[src/rtl/gpio_edge_pkg.sv]
package gpio_edge_pkg;
  // Word addresses of the bank registers
  localparam int unsigned WA_LEVEL = 0;
  localparam int unsigned WA_DIR   = 3;
  localparam int unsigned WA_SET   = 6;
  localparam int unsigned WA_CLR   = 9;
  localparam int unsigned WA_RISE  = 12;
  localparam int unsigned WA_FALL  = 15;
  localparam int unsigned WA_STAT  = 18;
  localparam int unsigned WA_FSEL  = 21;
  localparam int unsigned WA_MASK  = 39;
endpackage

[src/rtl/gpio_edge_sync.sv]
module gpio_edge_sync #(
  parameter int PIN_W  = 32,
  parameter int STAGES = 2
) (
  input  logic             clk,
  input  logic             rst,
  input  logic [PIN_W-1:0] din,
  output logic [PIN_W-1:0] dout
);
  logic [PIN_W-1:0] stage [STAGES];

  always_ff @(posedge clk) begin
    if (rst) stage[0] <= '0;
    else     stage[0] <= din;
  end

  for (genvar i = 1; i < STAGES; i++) begin : g_stage
    always_ff @(posedge clk) begin
      if (rst) stage[i] <= '0;
      else     stage[i] <= stage[i-1];
    end
  end

  assign dout = stage[STAGES-1];
endmodule

[src/rtl/gpio_edge_capture.sv]
module gpio_edge_capture #(
  parameter int PIN_W = 32
) (
  input  logic             clk,
  input  logic             rst,
  input  logic [PIN_W-1:0] level,
  input  logic [PIN_W-1:0] en_rise,
  input  logic [PIN_W-1:0] en_fall,
  input  logic [PIN_W-1:0] cap_mask,
  input  logic [PIN_W-1:0] clr_bits,
  output logic [PIN_W-1:0] status,
  output logic             irq
);
  logic [PIN_W-1:0] level_q;
  logic [PIN_W-1:0] went_up, went_down, captured, status_d;

  always_comb begin
    went_up   = level & ~level_q;
    went_down = ~level & level_q;
    captured  = ((went_up & en_rise) | (went_down & en_fall)) & ~cap_mask;
    // a fresh capture overrides a same-cycle clear
    status_d  = (status & ~clr_bits) | captured;
  end

  always_ff @(posedge clk) begin
    if (rst) begin
      level_q <= '0;
      status  <= '0;
      irq     <= 1'b0;
    end else begin
      level_q <= level;
      status  <= status_d;
      irq     <= |status_d;
    end
  end
endmodule

[src/rtl/gpio_edge_regs.sv]
module gpio_edge_regs
  import gpio_edge_pkg::*;
#(
  parameter int PIN_W  = 32,
  parameter int ADDR_W = 6
) (
  input  logic              clk,
  input  logic              rst,
  input  logic              wr_en,
  input  logic [ADDR_W-1:0] addr,
  input  logic [PIN_W-1:0]  wdata,
  input  logic [PIN_W-1:0]  level,
  input  logic [PIN_W-1:0]  status,
  output logic [PIN_W-1:0]  dir_q,
  output logic [PIN_W-1:0]  out_q,
  output logic [PIN_W-1:0]  rise_q,
  output logic [PIN_W-1:0]  fall_q,
  output logic [PIN_W-1:0]  mask_q,
  output logic [PIN_W-1:0]  clr_bits,
  output logic [PIN_W-1:0]  rdata
);
  localparam logic [ADDR_W-1:0] A_LEVEL = ADDR_W'(WA_LEVEL);
  localparam logic [ADDR_W-1:0] A_DIR   = ADDR_W'(WA_DIR);
  localparam logic [ADDR_W-1:0] A_SET   = ADDR_W'(WA_SET);
  localparam logic [ADDR_W-1:0] A_CLR   = ADDR_W'(WA_CLR);
  localparam logic [ADDR_W-1:0] A_RISE  = ADDR_W'(WA_RISE);
  localparam logic [ADDR_W-1:0] A_FALL  = ADDR_W'(WA_FALL);
  localparam logic [ADDR_W-1:0] A_STAT  = ADDR_W'(WA_STAT);
  localparam logic [ADDR_W-1:0] A_FSEL  = ADDR_W'(WA_FSEL);
  localparam logic [ADDR_W-1:0] A_MASK  = ADDR_W'(WA_MASK);

  logic [PIN_W-1:0] fsel_q;
  logic [PIN_W-1:0] rd_mux;

  assign clr_bits = (wr_en && addr == A_STAT) ? wdata : '0;

  always_ff @(posedge clk) begin
    if (rst) begin
      dir_q  <= '0;
      out_q  <= '0;
      rise_q <= '0;
      fall_q <= '0;
      mask_q <= '1;
      fsel_q <= '0;
    end else if (wr_en) begin
      case (addr)
        A_DIR:   dir_q  <= wdata;
        A_SET:   out_q  <= out_q | wdata;
        A_CLR:   out_q  <= out_q & ~wdata;
        A_RISE:  rise_q <= wdata;
        A_FALL:  fall_q <= wdata;
        A_FSEL:  fsel_q <= wdata;
        A_MASK:  mask_q <= wdata;
        default: ;
      endcase
    end
  end

  always_comb begin
    case (addr)
      A_LEVEL: rd_mux = level;
      A_DIR:   rd_mux = dir_q;
      A_SET:   rd_mux = out_q;
      A_CLR:   rd_mux = out_q;
      A_RISE:  rd_mux = rise_q;
      A_FALL:  rd_mux = fall_q;
      A_STAT:  rd_mux = status;
      A_FSEL:  rd_mux = fsel_q;
      A_MASK:  rd_mux = mask_q;
      default: rd_mux = '0;
    endcase
  end

  always_ff @(posedge clk) begin
    if (rst) rdata <= '0;
    else     rdata <= rd_mux;
  end
endmodule

[src/rtl/gpio_edge_bank.sv]
module gpio_edge_bank #(
  parameter int PIN_W       = 32,
  parameter int ADDR_W      = 6,
  parameter int SYNC_STAGES = 2
) (
  input  logic              clk,
  input  logic              rst,
  input  logic              wr_en,
  input  logic [ADDR_W-1:0] addr,
  input  logic [PIN_W-1:0]  wdata,
  output logic [PIN_W-1:0]  rdata,
  input  logic [PIN_W-1:0]  pin_in,
  output logic [PIN_W-1:0]  pin_out,
  output logic [PIN_W-1:0]  pin_oe,
  output logic              irq
);
  logic [PIN_W-1:0] level, status, rise_q, fall_q, mask_q, clr_bits;

  gpio_edge_sync #(.PIN_W(PIN_W), .STAGES(SYNC_STAGES)) u_sync (
    .clk (clk), .rst (rst), .din (pin_in), .dout (level)
  );

  gpio_edge_capture #(.PIN_W(PIN_W)) u_cap (
    .clk      (clk),
    .rst      (rst),
    .level    (level),
    .en_rise  (rise_q),
    .en_fall  (fall_q),
    .cap_mask (mask_q),
    .clr_bits (clr_bits),
    .status   (status),
    .irq      (irq)
  );

  gpio_edge_regs #(.PIN_W(PIN_W), .ADDR_W(ADDR_W)) u_regs (
    .clk      (clk),
    .rst      (rst),
    .wr_en    (wr_en),
    .addr     (addr),
    .wdata    (wdata),
    .level    (level),
    .status   (status),
    .dir_q    (pin_oe),
    .out_q    (pin_out),
    .rise_q   (rise_q),
    .fall_q   (fall_q),
    .mask_q   (mask_q),
    .clr_bits (clr_bits),
    .rdata    (rdata)
  );
endmodule

[config.mk]
export PLATFORM = sky130hd
export DESIGN_NAME = gpio_edge_bank
export DESIGN_NICKNAME = d
export VERILOG_FILES = /design/src/rtl/gpio_edge_pkg.sv /design/src/rtl/gpio_edge_sync.sv /design/src/rtl/gpio_edge_capture.sv /design/src/rtl/gpio_edge_regs.sv /design/src/rtl/gpio_edge_bank.sv
export SDC_FILE = /design/constraint.sdc
export NUM_CORES = 1
export LEC_CHECK = 0
export CORE_MARGIN = 3
export CORE_UTILIZATION = 24
export CTS_CLUSTER_DIAMETER = 40
export DETAILED_ROUTE_END_ITERATION = 7
export PLACE_DENSITY = 0.44
export SKIP_LAST_GASP = 1
export SLEW_MARGIN = 20
export SYNTH_ARGS = -nofsm -noshare
export SYNTH_HDL_FRONTEND = slang
export SYNTH_SLANG_ARGS = --single-unit
[constraint.sdc]
create_clock -name clk -period 2.4 [get_ports clk]
set_input_delay 0.48 -clock clk [delete_from_list [all_inputs] [get_ports clk]]
set_output_delay 0.48 -clock clk [all_outputs]
set_load 0.005 [all_outputs]
# Yosys cells after proc, flatten, opt, wreduce, memory -nomap -nowiden
# Memory sizes are Yosys's and may differ from the RTL's.
# Index checks and enable logic that the tools add are counted.
# word_totals
memories	1
word_cells	55
ram_bits	64
reg_bits	289
# memory_table
name	depth	width	rd	rd_ports_with_merged_regs	wr	line_no	source
u_sync.stage	2	32	2	0	2	gpio_edge_sync.sv:10	logic [PIN_W-1:0] stage [STAGES];
# op_classes
reduce_logical	11
bitwise_logic	17
mux	8
n_eq_ne	8
# ops
op	count
$pmux 32 s8	1
$and 32x32->32	7
$not 32->32	5
$mux 32	3
$or 32x32->32	3
$pmux 32 s2	1
$reduce_or 32->1	1
$eq 6x4->1 const B	3
$eq 6x5->1 const B	2
$reduce_and 2->1	6
$eq 6x2->1 const B	1
$eq 6x3->1 const B	1
$eq 6x6->1 const B	1
$logic_not 6->1	1
$mux 1	3
$or 1x1->1	2
$reduce_bool 2->1	1
$reduce_or 2->1	1
$logic_and 1x1->1	1

# Longest topological paths before layout
# Gate-level depths: netlist (run 1).
# logic_depth
word_depth	7
mapped_depth	9
ltp_nobuf	6

# Hierarchy
# Synthesis (run 1) repeated with hierarchy kept, for this count alone.
# hier_totals
cells_unflattened	1584
hier_area_um2	14097.3
# by_module_without_submodules
module	cells_each	area_each_um2	n_inst	seq_area_each_um2
gpio_edge_regs	1171	9372.7	1	4484.3
gpio_edge_capture	278	2806.4	1	1301.2
gpio_edge_sync	135	1918.1	1	1281.2

# Worst setup path before layout (run 1)
# No wires, ideal clock.
# synth_timing
kind	input to register
startpoint	input addr[4]
endpoint	register u_cap.irq
n_path_buf	2
setup_ns	0.132
t_arrival_ns	1.855
setup_slack_ns	0.412
path_stages	8
path_cell_list	buf_4 nor4b_4 buf_6 nand4_1 a21oi_1 nand4_1 nor4_1 a21oi_1
# synth_between
elab_chain_len	7
# synth_rtl
element	line_no	source
from (decl)	gpio_edge_bank.sv:9	input logic [ADDR_W-1:0] addr,
$eq 6x5->1	gpio_edge_regs.sv:35	assign clr_bits = (wr_en && addr == A_STAT) ? wdata : '0;
$logic_and 1x1->1	gpio_edge_regs.sv:35	
$mux 32	gpio_edge_regs.sv:35	
$not 32->32	gpio_edge_capture.sv:22	status_d = (status & ~clr_bits) | captured;
$and 32x32->32	gpio_edge_capture.sv:22	
$or 32x32->32	gpio_edge_capture.sv:22	
$reduce_or 32->1	gpio_edge_capture.sv:33	irq <= |status_d;
to (signal assigned)	gpio_edge_capture.sv:33	
to (decl)	gpio_edge_capture.sv:12	output logic irq
# Every way passes these cells.
# A chain may end at the register's enable or synchronous reset.

# Worst setup path in the final report (run 1)
# layout_timing
startpoint	input addr[3]
endpoint	register u_cap.irq
# The elaborated chain is that of the path after synthesis.

==> impl_metrics.csv, run 1 <==
group,metric,value,unit
status,status,"finished, final reports clean",
power,ir_worst_vdd,466,uV
worst_setup_path,worstSetupStartpointType,"input port",
worst_setup_path,critPathBufInv,4,
cells_and_area,drive_above_1_share,16.2,%
worst_setup_path,cp_top_family,"buffers and inverters",
cells_and_area,layout.nets,1786,
yosys,avgSynthCellArea,9.12,um2
floorplan,fp-row-count,86,
yosys,synth_top_cell_by_area,"dfxtp_1",
sta,finalHoldViolCount,0,
route,num_vias,12325,
sta,worstMarginPinSlew,0.561,ns
cells_and_area,fin_util,35.4,%
cts,cts.clk_slew.worst_paths,0.05,ns
power,leakagePower,0.00703,uW
yosys,ys_top_cells_by_area,"dfxtp_1, a21oi_1, nand2_1",
sta,rsz0062_at_grt,"false",
placement,pre_cts_slack,-0.606,ns
cts,hold_buffers,0,
floorplan,die_w,244,um
worst_setup_path,worst-r2r-setup-slack,0.62,ns
sta,hold-worst-slack,0.253,ns
cts,cts_buffers,70,
sta,setup_violations,0,
cts,clock_latency,0.59,ns
cells_and_area,num-fill-cells,5622,
global_route,first_global_vias,11951,
cts,cts_tree,"built",
sta,slew_viol_final,0,
yosys,synth_cell_type_count,40,
route,via_per_inst,4.90,
route,ant_nets,0,
placement,io_buffers,169,
floorplan,start_util,24.4,%
cts,cts_root_buffer,"clkbuf_16",
placement,gp_congestion,0.799,
worst_setup_path,critPathRequiredTime,2.86,ns
sta,max_freq,433,MHz
sta,worst_clock_skew,0.0228,ns
worst_setup_path,critPathKind,"in -> reg",
worst_hold_path,hp-class,"in -> reg",
global_route,grt-ovfl-total,0,
yosys,synth_edf_count,0,
route,first_pass_iters,7,
floorplan,core,55500,um2
yosys,syn-cell-area,13600,um2
job,max-cap-violations,0,
yosys,syn_inst,1487,
worst_setup_path,worstPathCellList,"clkdlybuf4s50_1, nor4b_4, buf_4, buf_12, nand4_1, a21oi_1, nand4_1, nor4_2, buf_4, a21oi_1",
route,drc,0,
global_route,grt_max_degree,120,
yosys,synth_top_area_share,52.1,%
global_route,antenna_found_initial,3,
route,routed_wl,52200,um
sta,worst_slack,0.0888,ns
yosys,yosys_register_bits,353,
floorplan,dieArea,59400,um2
placement,placed_cells,2387,
worst_setup_path,slowest_delay,0.47,ns
worst_setup_path,cp.arrival,2.77,ns
cts,cts_sinks,353,
cells_and_area,synthToLayoutAreaGrowth,45.0,%
cells_and_area,layout_commonest_cell,"dfxtp_1",
yosys,syn_nets,1560,
floorplan,ios,170,
yosys,synth_ff_type,"dfxtp_1",
sta,finalCritPeriodShare,96.3,%
floorplan,die_h,244,um
yosys,yosysWarnings,0,
worst_setup_path,crit_path_top_delay_cell,"clkdlybuf4s50_1",
sta,relSlewSlack,62.6,%
yosys,ys_async_sr_fraction,0,%
sta,period_minus_slack,2.31,ns
yosys,synth-seq-area-share,52.1,%
route,post_drt_wl_per_cell,20.7,um
power,powerDensity,854,nW/um2
global_route,grt_pass1_wl,77100,um
worst_setup_path,crit_path_end_kind,"register",
placement,dp_hpwl,34400,um
cts,h-tree-depth,3,
cells_and_area,most-common-layout-cells,"dfxtp_1, nand2_1, a21oi_1",
route,drt_iter0_drc,967,
cells_and_area,layoutNonFillerInstCount,2517,
global_route,grt_usage,17.0,%
cts,clockBufferDepth,3,
worst_setup_path,crit_fanout,15,
[metal layers]
metal / track usage, % / vias to the layer above / wire length, um
li1: - / 5794 / -
met1: 23.1 / 6046 / 24300
met2: 26.7 / 409 / 23700
met3: 3.62 / 76 / 3150
met4: 5.47 / 0 / 1070
met5: 0 / - / 0
[path summary, 6_finish.rpt]
check | startpoint | end | cells past startpoint
max | addr[3] | u_cap.irq | 10
min | rst | u_cap.status[18] | 2
min reg2reg | u_sync.stage[0][27] | u_sync.stage[1][27] | 1
max reg2reg | u_sync.stage[1][15] | u_cap.irq | 7
[where the power goes]
group          total (uW)  switching (uW)  internal [uW]
clock network       10100            3410           6690
logic                 672             365            307
registers            6010            51.7           5960
[flip-flops by register name, summed over array words and instances (netlist names), named ones only]
name / flops
u_regs.rdata: 32
u_cap.level_q: 32
u_cap.irq: 1
u_regs.fsel_q: 32
u_regs.mask_q: 32
u_regs.dir_q: 32
u_regs.rise_q: 32
u_regs.fall_q: 32
u_sync.stage: 64
u_cap.status: 32
[stage by stage]
step | instance area, um2 | total power [uW] | setup TNS, ns
2_1_floorplan | 13600 | 6400 | 0
3_3_place_gp | 17100 | 6790 | -41.23
3_5_place_dp | 17100 | 6790 | -48.35
4_1_cts | 19600 | 17000 | 0
5_1_grt | 19700 | 17300 | 0
6_report | 19700 | 16800 | 0
[cells by family (layout without fill, tap and decap cells)]
kind of cell	after synthesis	in the layout	share of synthesized area (%)
multiplexers	32	32	2.36
AO/OA/AOI/OAI	392	392	19.3
other	0	1	0
buffers and inverters	154	435	4.89
AND/OR/NAND/NOR	554	554	21.2
XOR/XNOR	2	2	0.129
flip-flops	353	353	52.1
[synthesized netlist by cell type, types with 3 or more instances]
cell type and instances:
a211oi_1 32, nand2_1 229, a31oi_1 32, and2_0 4
a211o_1 33, nor2b_1 97, a222oi_1 32, and3_1 34
a21oi_1 194, dfxtp_1 353, a22o_1 32, o21ai_0 3
nor2_1 67, nand4_1 40, mux2i_1 32, buf_4 9
a221oi_1 32, clkbuf_1 112, buf_2 29, nand3b_1 65
[final cells by class]
| type | count | area, um2 | area share, % |
|---|---|---|---|
| diodes | 1 | 2.50 | 0.0127 |
| clock buffers | 86 | 1900 | 9.69 |
| clock inverters | 41 | 572 | 2.91 |
| multi-input cells | 980 | 5920 | 30.1 |
| flip-flops and latches | 353 | 7070 | 35.9 |
| well taps | 748 | 936 | 4.76 |
| repair buffers | 308 | 3270 | 16.6 |
[what timing repair did]
action                                  4_1_cts  5_1_grt
resized for setup                             1        3
endpoints found under the setup margin        1        1
pin swaps                                     0        1
buffers inserted                              0        1
gates cloned                                  0        1
Note: power is estimated with default switching activity, not from simulation.
==> inputs of run 2 (changes only) <==
clock period = 2.8 ns   (was 2.4 ns; I/O delays follow)
==> impl_metrics.csv, run 2 (synthesized netlist as in run 1, its figures left out) <==
group,metric,value,unit
cells_and_area,layoutNonFillerInstCount,2498,
cts,cts_buffers,68,
worst_setup_path,cp.arrival,3.12,ns
sta,relSlewSlack,63.9,%
cts,cts_sinks,353,
power,leakagePower,0.00694,uW
global_route,grt.met3_usage,3.64,%
global_route,grt_pass1_wl,78500,um
worst_setup_path,critPathRequiredTime,3.25,ns
worst_setup_path,cp_top_family,"simple AND/OR/NAND/NOR gates",
placement,dp_hpwl,33900,um
global_route,grt.busiest_layer,"met2",
floorplan,core,55500,um2
sta,worstMarginPinSlew,0.541,ns
cts,hold_buffers,0,
cells_and_area,synthToLayoutAreaGrowth,43.5,%
cells_and_area,antenna_cells,0,
sta,period_minus_slack,2.67,ns
placement,pre_cts_slack,-0.675,ns
cells_and_area,regMostFlops,"u_sync.stage",
worst_setup_path,worstPathCellList,"clkdlybuf4s50_1, nor4b_4, clkbuf_16, nand4_1, a21oi_2, nand4_1, nor4_4, buf_4, a21oi_1",
worst_setup_path,critPathKind,"in -> reg",
cts,cts_root_buffer,"clkbuf_16",
cells_and_area,fin_util,35.0,%
global_route,antenna_found_initial,0,
worst_setup_path,crit_path_top_delay_cell,"clkdlybuf4s50_1",
sta,worst_slack,0.129,ns
route,first_pass_iters,6,
power,ir_worst_vdd,375,uV
global_route,grt-ovfl-total,0,
cts,clockBufferDepth,3,
cts,cts_tree,"built",
worst_hold_path,hp-class,"in -> reg",
global_route,first_global_vias,12177,
sta,fin_tns_setup,0,ns
worst_setup_path,slowest_delay,0.53,ns
cells_and_area,layout.nets,1769,
status,status,"finished, final reports clean",
floorplan,die_h,244,um
worst_setup_path,cpMostUsedCell,"nand4_1",
sta,rsz0062_at_grt,"false",
route,drc,0,
power,powerDensity,743,nW/um2
route,drt_iter0_drc,1101,
worst_setup_path,crit_path_end_kind,"register",
sta,slew_viol_final,0,
route,routed_wl,52700,um
floorplan,start_util,24.4,%
floorplan,die_w,244,um
cts,clock_latency,0.58,ns
sta,setup_violations,0,
placement,place_area,16900,um2
placement,io_buffers,169,
global_route,use_met2,27.3,%
route,ant_nets,0,
floorplan,dieArea,59400,um2
sta,worst_clock_skew,0.0221,ns
placement,gp_congestion,0.808,
sta,finalHoldViolCount,0,
route,via_per_inst,4.93,
cells_and_area,drive_above_1_share,15.5,%
cells_and_area,most-common-layout-cells,"dfxtp_1, nand2_1, a21oi_1",
global_route,grt_usage,17.3,%
job,max-cap-violations,0,
cts,h-tree-depth,3,
cells_and_area,postLayoutCellArea,19500,um2
worst_setup_path,worstSetupStartpointType,"input port",
route,num_vias,12305,
cts,cts.clk_slew.worst_paths,0.06,ns
sta,max_freq,374,MHz
floorplan,ios,170,
sta,finalCritPeriodShare,95.4,%
worst_setup_path,critPathBufInv,3,
global_route,grt_max_degree,66,
placement,placed_cells,2372,
route,post_drt_wl_per_cell,21.1,um
global_route,grtUsageMet1,23.3,%
cells_and_area,num-fill-cells,5697,
cells_and_area,largest_reg_flops,64,
floorplan,fp-row-count,86,
cells_and_area,layout_commonest_cell,"dfxtp_1",
worst_setup_path,crit_fanout,17,
run 2: changes by cell type in the layout (fill, tap and decap cells not counted), sizes merged:
cell	change
bufinv	+2
buf	-15
inv	+1
diode	-1
clkbuf	-1
clkinvlp	-4
clkinv	-1
run 2: path summary, 6_finish.rpt:
kind                       start                   to  slack, ns  cells past startpoint
max reg2reg  u_sync.stage[1][15]            u_cap.irq       0.86                      7
min reg2reg  u_sync.stage[0][20]  u_sync.stage[1][20]       0.42                      1
min                          rst     u_cap.status[18]       0.34                      2
max                      addr[3]            u_cap.irq       0.13                      9
run 2: cell type report:
cell class / instances / area, um2 / area share, %
flip-flops and latches: 353 / 7070 / 36.3
multi-input cells: 980 / 5920 / 30.4
well taps: 748 / 936 / 4.81
clock inverters: 39 / 549 / 2.82
repair buffers: 293 / 3070 / 15.8
clock buffers: 85 / 1910 / 9.82
run 2: metrics by stage:
stage / power [uW] / hold slack (ns)
finish: 14400 / 0.339
global route: 14900 / 0.335
CTS: 14600 / 0.311
detailed placement: 5820 / 0.420
global placement: 5820 / 0.417
floorplan: 5490 / 0.414
run 2: repair_timing:
item | CTS | global route
resized for setup | 1 | 4
pin swaps | 0 | 3
setup buffers | 0 | 1
cloned | 0 | 1
setup endpoints to repair | 1 | 1
run 2: where the power goes:
part | internal (uW) | switching, uW
Sequential | 5110 | 46.2
Clock | 5880 | 2840
Combinational | 257 | 314
Total | 11200 | 3200
run 2: per-layer routing:
layer	part of all wire (%)	vias to the layer above	routed length, um
li1	-	5762	-
met1	46	6039	24300
met2	45	421	23900
met3	6.0	83	3170
met4	2.7	0	1400
met5	0	-	0
run 2: worst register-to-register path, stage by stage, from the launching register on:
cell and delay (ns):
dfxtp_1 0.45, nand3b_1 0.15, a21oi_1 0.09, a21oi_2 0.19
nand4_1 0.28, nor4_4 0.42, buf_4 0.17, a21oi_1 0.07
==> inputs of run 3 (changes only) <==
CAP_MARGIN = 20   (was unset)
==> results of run 3 <==
The final DEF is identical to that of run 2; final timing and power are the same.
